[config.mk]
export PLATFORM = sky130hd
export DESIGN_NAME = mon_mix_sat
export DESIGN_NICKNAME = d
export VERILOG_FILES = /design/src/rtl/mon_mix_pkg.sv /design/src/rtl/mon_atten.sv /design/src/rtl/mon_sat_add.sv /design/src/rtl/mon_mix_lane.sv /design/src/rtl/mon_mix_sat.sv
export SDC_FILE = /design/constraint.sdc
export NUM_CORES = 1
export LEC_CHECK = 0
export CORE_MARGIN = 2
export CORE_UTILIZATION = 50
export CTS_CLUSTER_DIAMETER = 50
export CTS_CLUSTER_SIZE = 16
export DETAILED_ROUTE_END_ITERATION = 10
export GPL_TIMING_DRIVEN = 0
export PLACE_DENSITY_LB_ADDON = 0.12
export SETUP_SLACK_MARGIN = 0.1
export SLEW_MARGIN = 15
export SYNTH_ARGS = -nofsm -noshare
export SYNTH_HDL_FRONTEND = slang
export SYNTH_SLANG_ARGS = --single-unit
[constraint.sdc]
create_clock -name clk -period 7.6 [get_ports clk]
set_clock_uncertainty 0.2 [all_clocks]
set_input_delay 1.52 -clock clk [delete_from_list [all_inputs] [get_ports clk]]
set_output_delay 1.52 -clock clk [all_outputs]
set_load 0.01 [all_outputs]
[src/rtl/mon_mix_pkg.sv]
package mon_mix_pkg;
  localparam int MM_LANES = 2;
  localparam int LANE_L   = 0;
  localparam int LANE_R   = 1;
endpackage

[src/rtl/mon_atten.sv]
module mon_atten #(
  parameter int SAMPLE_W = 16,
  parameter int CODE_W   = 4
) (
  input  logic [SAMPLE_W-1:0] smp_in,
  input  logic [CODE_W-1:0]   code,
  input  logic                kill,
  output logic [SAMPLE_W-1:0] smp_out
);
  logic signed [SAMPLE_W-1:0] shifted;

  // 6 dB per step: arithmetic right shift keeps the sign
  always_comb begin
    shifted = $signed(smp_in) >>> code;
    smp_out = kill ? '0 : shifted;
  end
endmodule

[src/rtl/mon_sat_add.sv]
module mon_sat_add #(
  parameter int SAMPLE_W = 16
) (
  input  logic [SAMPLE_W-1:0] op_a,
  input  logic [SAMPLE_W-1:0] op_b,
  output logic [SAMPLE_W-1:0] sum_out
);
  localparam logic [SAMPLE_W-1:0] MAX_V = {1'b0, {(SAMPLE_W-1){1'b1}}};
  localparam logic [SAMPLE_W-1:0] MIN_V = {1'b1, {(SAMPLE_W-1){1'b0}}};

  logic [SAMPLE_W:0] wide;
  logic              ovf;

  always_comb begin
    wide = {op_a[SAMPLE_W-1], op_a} + {op_b[SAMPLE_W-1], op_b};
    ovf  = wide[SAMPLE_W] ^ wide[SAMPLE_W-1];
    if (ovf) sum_out = wide[SAMPLE_W] ? MIN_V : MAX_V;
    else     sum_out = wide[SAMPLE_W-1:0];
  end

  // two non-negative operands never give a negative result
  always_comb begin
    if (!op_a[SAMPLE_W-1] && !op_b[SAMPLE_W-1])
      p_no_wrap_pos_r7: assert (!sum_out[SAMPLE_W-1]);
  end

  // two negative operands never give a non-negative result
  always_comb begin
    if (op_a[SAMPLE_W-1] && op_b[SAMPLE_W-1])
      p_no_wrap_neg_r8: assert (sum_out[SAMPLE_W-1]);
  end
endmodule

[src/rtl/mon_mix_lane.sv]
module mon_mix_lane #(
  parameter int SAMPLE_W = 16,
  parameter int CODE_W   = 4
) (
  input  logic                clk,
  input  logic                rst,
  input  logic                load,
  input  logic [SAMPLE_W-1:0] adc_smp,
  input  logic [SAMPLE_W-1:0] dac_smp,
  input  logic [CODE_W-1:0]   code,
  input  logic                kill,
  output logic [SAMPLE_W-1:0] mix_q
);
  logic [SAMPLE_W-1:0] mon_smp;
  logic [SAMPLE_W-1:0] mix_d;

  mon_atten #(.SAMPLE_W(SAMPLE_W), .CODE_W(CODE_W)) u_atten (
    .smp_in (adc_smp),
    .code   (code),
    .kill   (kill),
    .smp_out(mon_smp)
  );

  mon_sat_add #(.SAMPLE_W(SAMPLE_W)) u_add (
    .op_a   (dac_smp),
    .op_b   (mon_smp),
    .sum_out(mix_d)
  );

  always_ff @(posedge clk) begin
    if (rst)       mix_q <= '0;
    else if (load) mix_q <= mix_d;
  end

  // a muted or disabled monitor passes the playback sample unchanged
  p_kill_pass_r5: assert property (@(posedge clk) disable iff (rst)
    (load && kill) |=> (mix_q == $past(dac_smp)));

  // no strobe, no change
  p_hold_r10: assert property (@(posedge clk) disable iff (rst)
    !load |=> $stable(mix_q));
endmodule

[src/rtl/mon_mix_sat.sv]
module mon_mix_sat
  import mon_mix_pkg::*;
#(
  parameter int SAMPLE_W = 16,
  parameter int CODE_W   = 4
) (
  input  logic                clk,
  input  logic                rst,
  input  logic                in_vld,
  input  logic [SAMPLE_W-1:0] adc_l,
  input  logic [SAMPLE_W-1:0] adc_r,
  input  logic [SAMPLE_W-1:0] dac_l,
  input  logic [SAMPLE_W-1:0] dac_r,
  input  logic [CODE_W-1:0]   mon_code,
  input  logic                mon_off,
  output logic                out_vld,
  output logic [SAMPLE_W-1:0] mix_l,
  output logic [SAMPLE_W-1:0] mix_r
);
  localparam logic [CODE_W-1:0] MUTE_CODE = '1;

  logic                kill;
  logic [SAMPLE_W-1:0] adc_a [MM_LANES];
  logic [SAMPLE_W-1:0] dac_a [MM_LANES];
  logic [SAMPLE_W-1:0] mix_a [MM_LANES];

  assign kill          = mon_off || (mon_code == MUTE_CODE);
  assign adc_a[LANE_L] = adc_l;
  assign adc_a[LANE_R] = adc_r;
  assign dac_a[LANE_L] = dac_l;
  assign dac_a[LANE_R] = dac_r;
  assign mix_l         = mix_a[LANE_L];
  assign mix_r         = mix_a[LANE_R];

  for (genvar g = 0; g < MM_LANES; g++) begin : g_lane
    mon_mix_lane #(.SAMPLE_W(SAMPLE_W), .CODE_W(CODE_W)) u_lane (
      .clk    (clk),
      .rst    (rst),
      .load   (in_vld),
      .adc_smp(adc_a[g]),
      .dac_smp(dac_a[g]),
      .code   (mon_code),
      .kill   (kill),
      .mix_q  (mix_a[g])
    );
  end

  always_ff @(posedge clk) begin
    if (rst) out_vld <= 1'b0;
    else     out_vld <= in_vld;
  end

  p_vld_rise_r2: assert property (@(posedge clk) disable iff (rst)
    in_vld |=> out_vld);

  p_vld_low_r2: assert property (@(posedge clk) disable iff (rst)
    !in_vld |=> !out_vld);

  p_disable_pass_r6: assert property (@(posedge clk) disable iff (rst)
    (in_vld && mon_off) |=> (mix_l == $past(dac_l) && mix_r == $past(dac_r)));
endmodule

Yosys cells after proc, flatten, opt, wreduce, memory -nomap -nowiden:

Index checks and enable logic that the tools add are counted.
W data, S select, Z words.

* input bits: 72
* bits in registers: 33
* output and inout port bits: 33
* logic and storage cells: 17

* equality and inequality tests: 1
* mux-type cells: 6
* reductions and logical operators: 1
* bitwise operators: 2
* add/subtract/negate cells: 2
* shifts and indexed selects: 2

Operators by type and width (count)
* $mux W16: 6
* $add A16 B16 Y17: 2
* $sshr A16 B4 Y16: 2
* $eq A4 B4 Y1 const B: 1
* $xor A1 B1 Y1: 2
* $logic_or A1 B1 Y1: 1

Depth between registers and ports, before layout:

* depth in word-level cells: 6
* mapped depth: 20
* mapped depth without buffers: 17

Modules after synthesis:

A second synthesis with hierarchy kept.

* cells, all modules: 630
* area, all modules: 5266.3 sq um

Modules (own cells, without submodules)
* mon_atten: sequential area each 0.0 sq um, area each 782.0 sq um, cells an instance 94, instances 2
* mon_sat_add (g_lane[0].u_lane.u_add): sequential area each 0.0 sq um, area each 1365.1 sq um, cells an instance 185, instances 1
* mon_mix_lane: sequential area each 320.3 sq um, area each 580.6 sq um, cells an instance 52, instances 2
* mon_sat_add (g_lane[1].u_lane.u_add): sequential area each 0.0 sq um, area each 1139.8 sq um, cells an instance 150, instances 1
* mon_mix_sat: sequential area each 20.0 sq um, area each 36.3 sq um, cells an instance 3, instances 1

Worst setup path before layout:

OpenSTA, ideal clock, no wires.

* kind: input to register
* from: in mon_code[0]
* to: reg g_lane[0].u_lane.mix_q[10]
* stages on the path: 20
* data arrival time: 5.412 ns
* setup slack: 1.902 ns
* path buffers: 4
* required time: 7.314 ns
* library setup time: 0.086 ns
* cells stage by stage: buf_2 > buf_1 > inv_1 > clkbuf_1 > a21oi_1 > nand2_1 > a31oi_1 > and2_1 > ha_1 > inv_1 > fa_1 > nor2b_1 > o21ai_1 > a21boi_0 > o41a_1 > a211oi_1 > a211o_1 > clkbuf_1 > maj3_1 > a211oi_1

* word-level cells in the longest chain between the ends: 6
* elaborated cells between the ends (all ways): 8
* classes of those cells: 1 x add/sub; 1 x eq/ne; 1 x shift; 3 x mux; 1 x bitwise; 1 x reduce/logical

Ends and longest elaborated chain
* from (decl): RTL line mon_mix_sat.sv:14 `input logic [CODE_W-1:0] mon_code,`
* parallel branches: the longest is 2 deep, another holds $sshr A16 B4 Y16
* $mux W16 (*): RTL line mon_atten.sv:15 `smp_out = kill ? '0 : shifted;`
* $add A16 B16 Y17 (*): RTL line mon_sat_add.sv:15 `wide = {op_a[SAMPLE_W-1], op_a} + {op_b[SAMPLE_W-1], op_b};`
* $mux W16 / $xor A1 B1 Y1 (equally long branches): RTL line mon_sat_add.sv:17, mon_sat_add.sv:16
* $mux W16 (*): RTL line mon_sat_add.sv:17 `if (ovf) sum_out = wide[SAMPLE_W] ? MIN_V : MAX_V;`
* to (signal assigned): RTL line mon_mix_lane.sv:32 `else if (load) mix_q <= mix_d;`
* to (decl): RTL line mon_mix_lane.sv:12 `output logic [SAMPLE_W-1:0] mix_q`

Every way passes the cells marked *.
A chain may end at the register's enable or synchronous reset.

Worst setup path in the final report:

* from: in mon_code[1]
* to: reg g_lane[1].u_lane.mix_q[1]

* word-level cells in the longest chain between the ends: 6
* elaborated cells between the ends (all ways): 8
* classes of those cells: 1 x add/sub; 1 x eq/ne; 1 x shift; 3 x mux; 1 x bitwise; 1 x reduce/logical

Ends and longest elaborated chain (RTL line)
* parallel branches: the longest is 2 deep, another holds $sshr A16 B4 Y16
* $mux W16 (*): mon_atten.sv:15
* $add A16 B16 Y17 (*): mon_sat_add.sv:15
* $mux W16 / $xor A1 B1 Y1 (equally long branches): mon_sat_add.sv:17, mon_sat_add.sv:16
* $mux W16 (*): mon_sat_add.sv:17
* to (signal assigned): mon_mix_lane.sv:32
* to (decl): mon_mix_lane.sv:12

Marked as above.

==> out/metrics.cfg <==
[synth]
synth_top_cell_by_area=dfxtp_1
postSynth.asyncResetShare_pct=0
yosys-top-cells-area=dfxtp_1 15%, ha_1 8.9%, a211oi_1 6.9%
synth_ff_type=dfxtp_1
netlist_area_mm2=0.00448
post_synth.cell_area_avg_um2=7.74
ys_seq_area_share_pct=14.7
synth_seq_cells=33
yosys_warnings=0
syn_nets=685
synth_cells=579
synth-edff-count=0
synthDistinctLibCells=65
yosysTopAreaCellShare_pct=14.7

[timing]
finalWorstSetupSlack_ns=0.968
fin_setup_tns_ns=0
slew_violations=0
hold_violations=0
max-slew-margin-rel_pct=49.7
fin_crit_sh_pct=87.3
fin_hold_ws_ns=0.251
worst_pin_slew_ns=0.745
rsz0062_at_grt=false
clock.fmax_mhz=151
period_minus_slack_ns=6.63
setup_viol=0

[clock_tree]
cts_resized=0
htree_num_levels=2
clock_sinks=33
numCtsBuffers=5
clkTransAtPathRegs_ns=0.07
cts_hold_buf=0
root_buffer=clkbuf_8
cts_tree=built
post_cts_buffers=0
clock_latency_ns=0.29
clockBufferDepth=2

[place]
hpwl_um=11100
dp.cells=789
port_buffers=102
place_area_mm2=0.00564
dp_slack_ns=0.792
gp_congestion=0.939

[setup_path]
cp.arrival_ns=6.58
worstSetupPathType=input port to register
worstPathMaxFanout=10
crit_path_end_kind=register
critPathLaunchType=input port
crit_required_ns=7.55

[final_layout]
finalInstanceArea_mm2=0.00576
antenna_cells=0
utilization_pct=66.0
instances_no_fill=797
areaGrowthSynthToFinish_pct=28.3
drive_gt1_share_pct=8.27
nFillCells=790
final_nets=794

[pwr]
vdd_ir_drop_max_mv=0.0768
clock_power_share_pct=19.0
report.power.total_mw=0.874
leakage_nw=2.22
p_int_mw=0.533
p_sw_mw=0.341
powerDensity_mw_per_mm2=152
power_frac_seq_pct=24.0
swShare_pct=39.1
p_comb_share_pct=56.9

[global_route]
gr-total-overflow=0
grt_pass1_vias=4560
grt_max_degree=13
grt_pass1_wl_um=21700
antenna_found_initial=0
grtUsageTotal_pct=26.7

[route]
post-route-drc-count=0
drt-initial-drc-count=225
viasPerCell=6.07
vias=4840
ant_nets=0
wl_per_cell_um=16.8
first_pass_iters=6
routed_wl_um=13400

[floorplanning]
die_w_um=98.7
core_area_mm2=0.00872
initial_utilization_pct=51.4
die-height_um=98.7
io_pins=105
die-area_mm2=0.00974
rows=34

[flow_run]
drv_cap=0

[run_status]
outcome=completed

[hold_path]
hold_path_class=register to register

logic make-up (layout without fill, tap and decap cells):
logic type / Yosys count / after routing / synth area share [%]
and+or+nand+nor: 190 / 190 / 19.9
AOI/OAI and AO/OA: 179 / 179 / 28.8
buffers and inverters: 62 / 172 / 5.52
adders and majority gates: 58 / 58 / 15.4
muxes: 36 / 36 / 11.6
DFF: 33 / 33 / 14.7
xor gates and xnor gates: 21 / 21 / 4.10
worst max-delay path, stage by stage:
cell and delay [ns]:
clkdlybuf4s50_1 0.52, buf_1 0.50, clkbuf_1 0.42, a41oi_1 0.46, nand2_1 0.30, a21oi_1 0.10, ha_1 0.33, clkbuf_1 0.21
a21o_1 0.24, a2111oi_0 0.58, o21ai_0 0.19, nand3_1 0.35, buf_4 0.25, nor3_1 0.06, a2111oi_0 0.42, a21oi_1 0.14
routing by layer:
layer  global-route usage [%]  routed length, um  vias to the layer above
met2                     46.1               6320                      200
met3                     1.84                770                       23
met5                        0                  0                        -
li1                         -                  -                     2371
met4                     7.59                269                        0
met1                     36.0               6040                     2246
worst paths after layout:
| check | from | to | slack [ns] | cells after the start |
|---|---|---|---|---|
| max | mon_code[1] | g_lane[1].u_lane.mix_q[1]$_SDFFE_PP0P_ | 0.97 | 16 |
| min | g_lane[0].u_lane.mix_q[12]$_SDFFE_PP0P_ | g_lane[0].u_lane.mix_q[12]$_SDFFE_PP0P_ | 0.25 | 2 |
| max reg2reg | g_lane[1].u_lane.mix_q[1]$_SDFFE_PP0P_ | g_lane[1].u_lane.mix_q[1]$_SDFFE_PP0P_ | 6.27 | 2 |
| min reg2reg | g_lane[0].u_lane.mix_q[12]$_SDFFE_PP0P_ | g_lane[0].u_lane.mix_q[12]$_SDFFE_PP0P_ | 0.25 | 2 |
registers in the layout, summed over array words and instances, names as in the netlist:
name                 flops
out_vld                  1
g_lane.u_lane.mix_q     32
power by group through the flow:
stage / logic, mW / clock network, mW / registers (mW)
3_3_place_gp: 0.479 / 0 / 0.213
3_5_place_dp: 0.490 / 0 / 0.214
4_1_cts: 0.492 / 0.166 / 0.210
2_1_floorplan: 0.313 / 0 / 0.224
6_report: 0.498 / 0.166 / 0.210
5_1_grt: 0.542 / 0.173 / 0.213
cells in the mapped netlist, drive strengths merged, types with 6 or more instances:
cell type,number
inv,23
mux2,6
xor2,13
and2,12
nand2b,10
nor3,11
a31oi,9
buf,9
nand3,9
maj3,24
xnor2,8
o21ai,24
nand2,48
mux4,12
ha,32
a21o,7
nor2,69
mux2i,18
clkbuf,29
nor2b,12
a211oi,50
dfxtp,33
a21oi,48
cell type report:
| class | instances | area, um2 | area share, % |
|---|---|---|---|
| plain buffers | 38 | 158 | 2.74 |
| clock inverters | 3 | 46.3 | 0.804 |
| flip-flops and latches | 33 | 661 | 11.5 |
| clock buffers | 5 | 68.8 | 1.20 |
| inverters | 24 | 90.1 | 1.57 |
| repair buffers | 102 | 1020 | 17.7 |
| well taps | 108 | 135 | 2.35 |
| multi-input cells | 484 | 3580 | 62.1 |
layout by cell type, fill, tap and decap left out, drive strengths merged, types with 4 or more instances in the layout:
| cell | synthesis | routed |
|---|---|---|
| a211oi | 50 | 50 |
| xor2 | 13 | 13 |
| a21o | 7 | 7 |
| nor3 | 11 | 11 |
| nor2b | 12 | 12 |
| nand3 | 9 | 9 |
| nor2 | 69 | 69 |
| o211ai | 5 | 5 |
| maj3 | 24 | 24 |
| dfxtp | 33 | 33 |
| o21ai | 24 | 24 |
| nand2b | 10 | 10 |
| o31ai | 4 | 4 |
| and2 | 12 | 12 |
| nand2 | 48 | 48 |
| clkdlybuf4s50 | 0 | 102 |
| o21a | 5 | 5 |
| nand4 | 5 | 5 |
| ha | 32 | 32 |
| mux4 | 12 | 12 |
| a31oi | 9 | 9 |
| a21oi | 48 | 48 |
| inv | 23 | 23 |
| mux2i | 18 | 18 |
| a311oi | 5 | 5 |
| buf | 9 | 9 |
| mux2 | 6 | 6 |
| clkbuf | 29 | 34 |
| xnor2 | 8 | 8 |
| o311a | 4 | 4 |
Power figures use the tool's default switching activity.
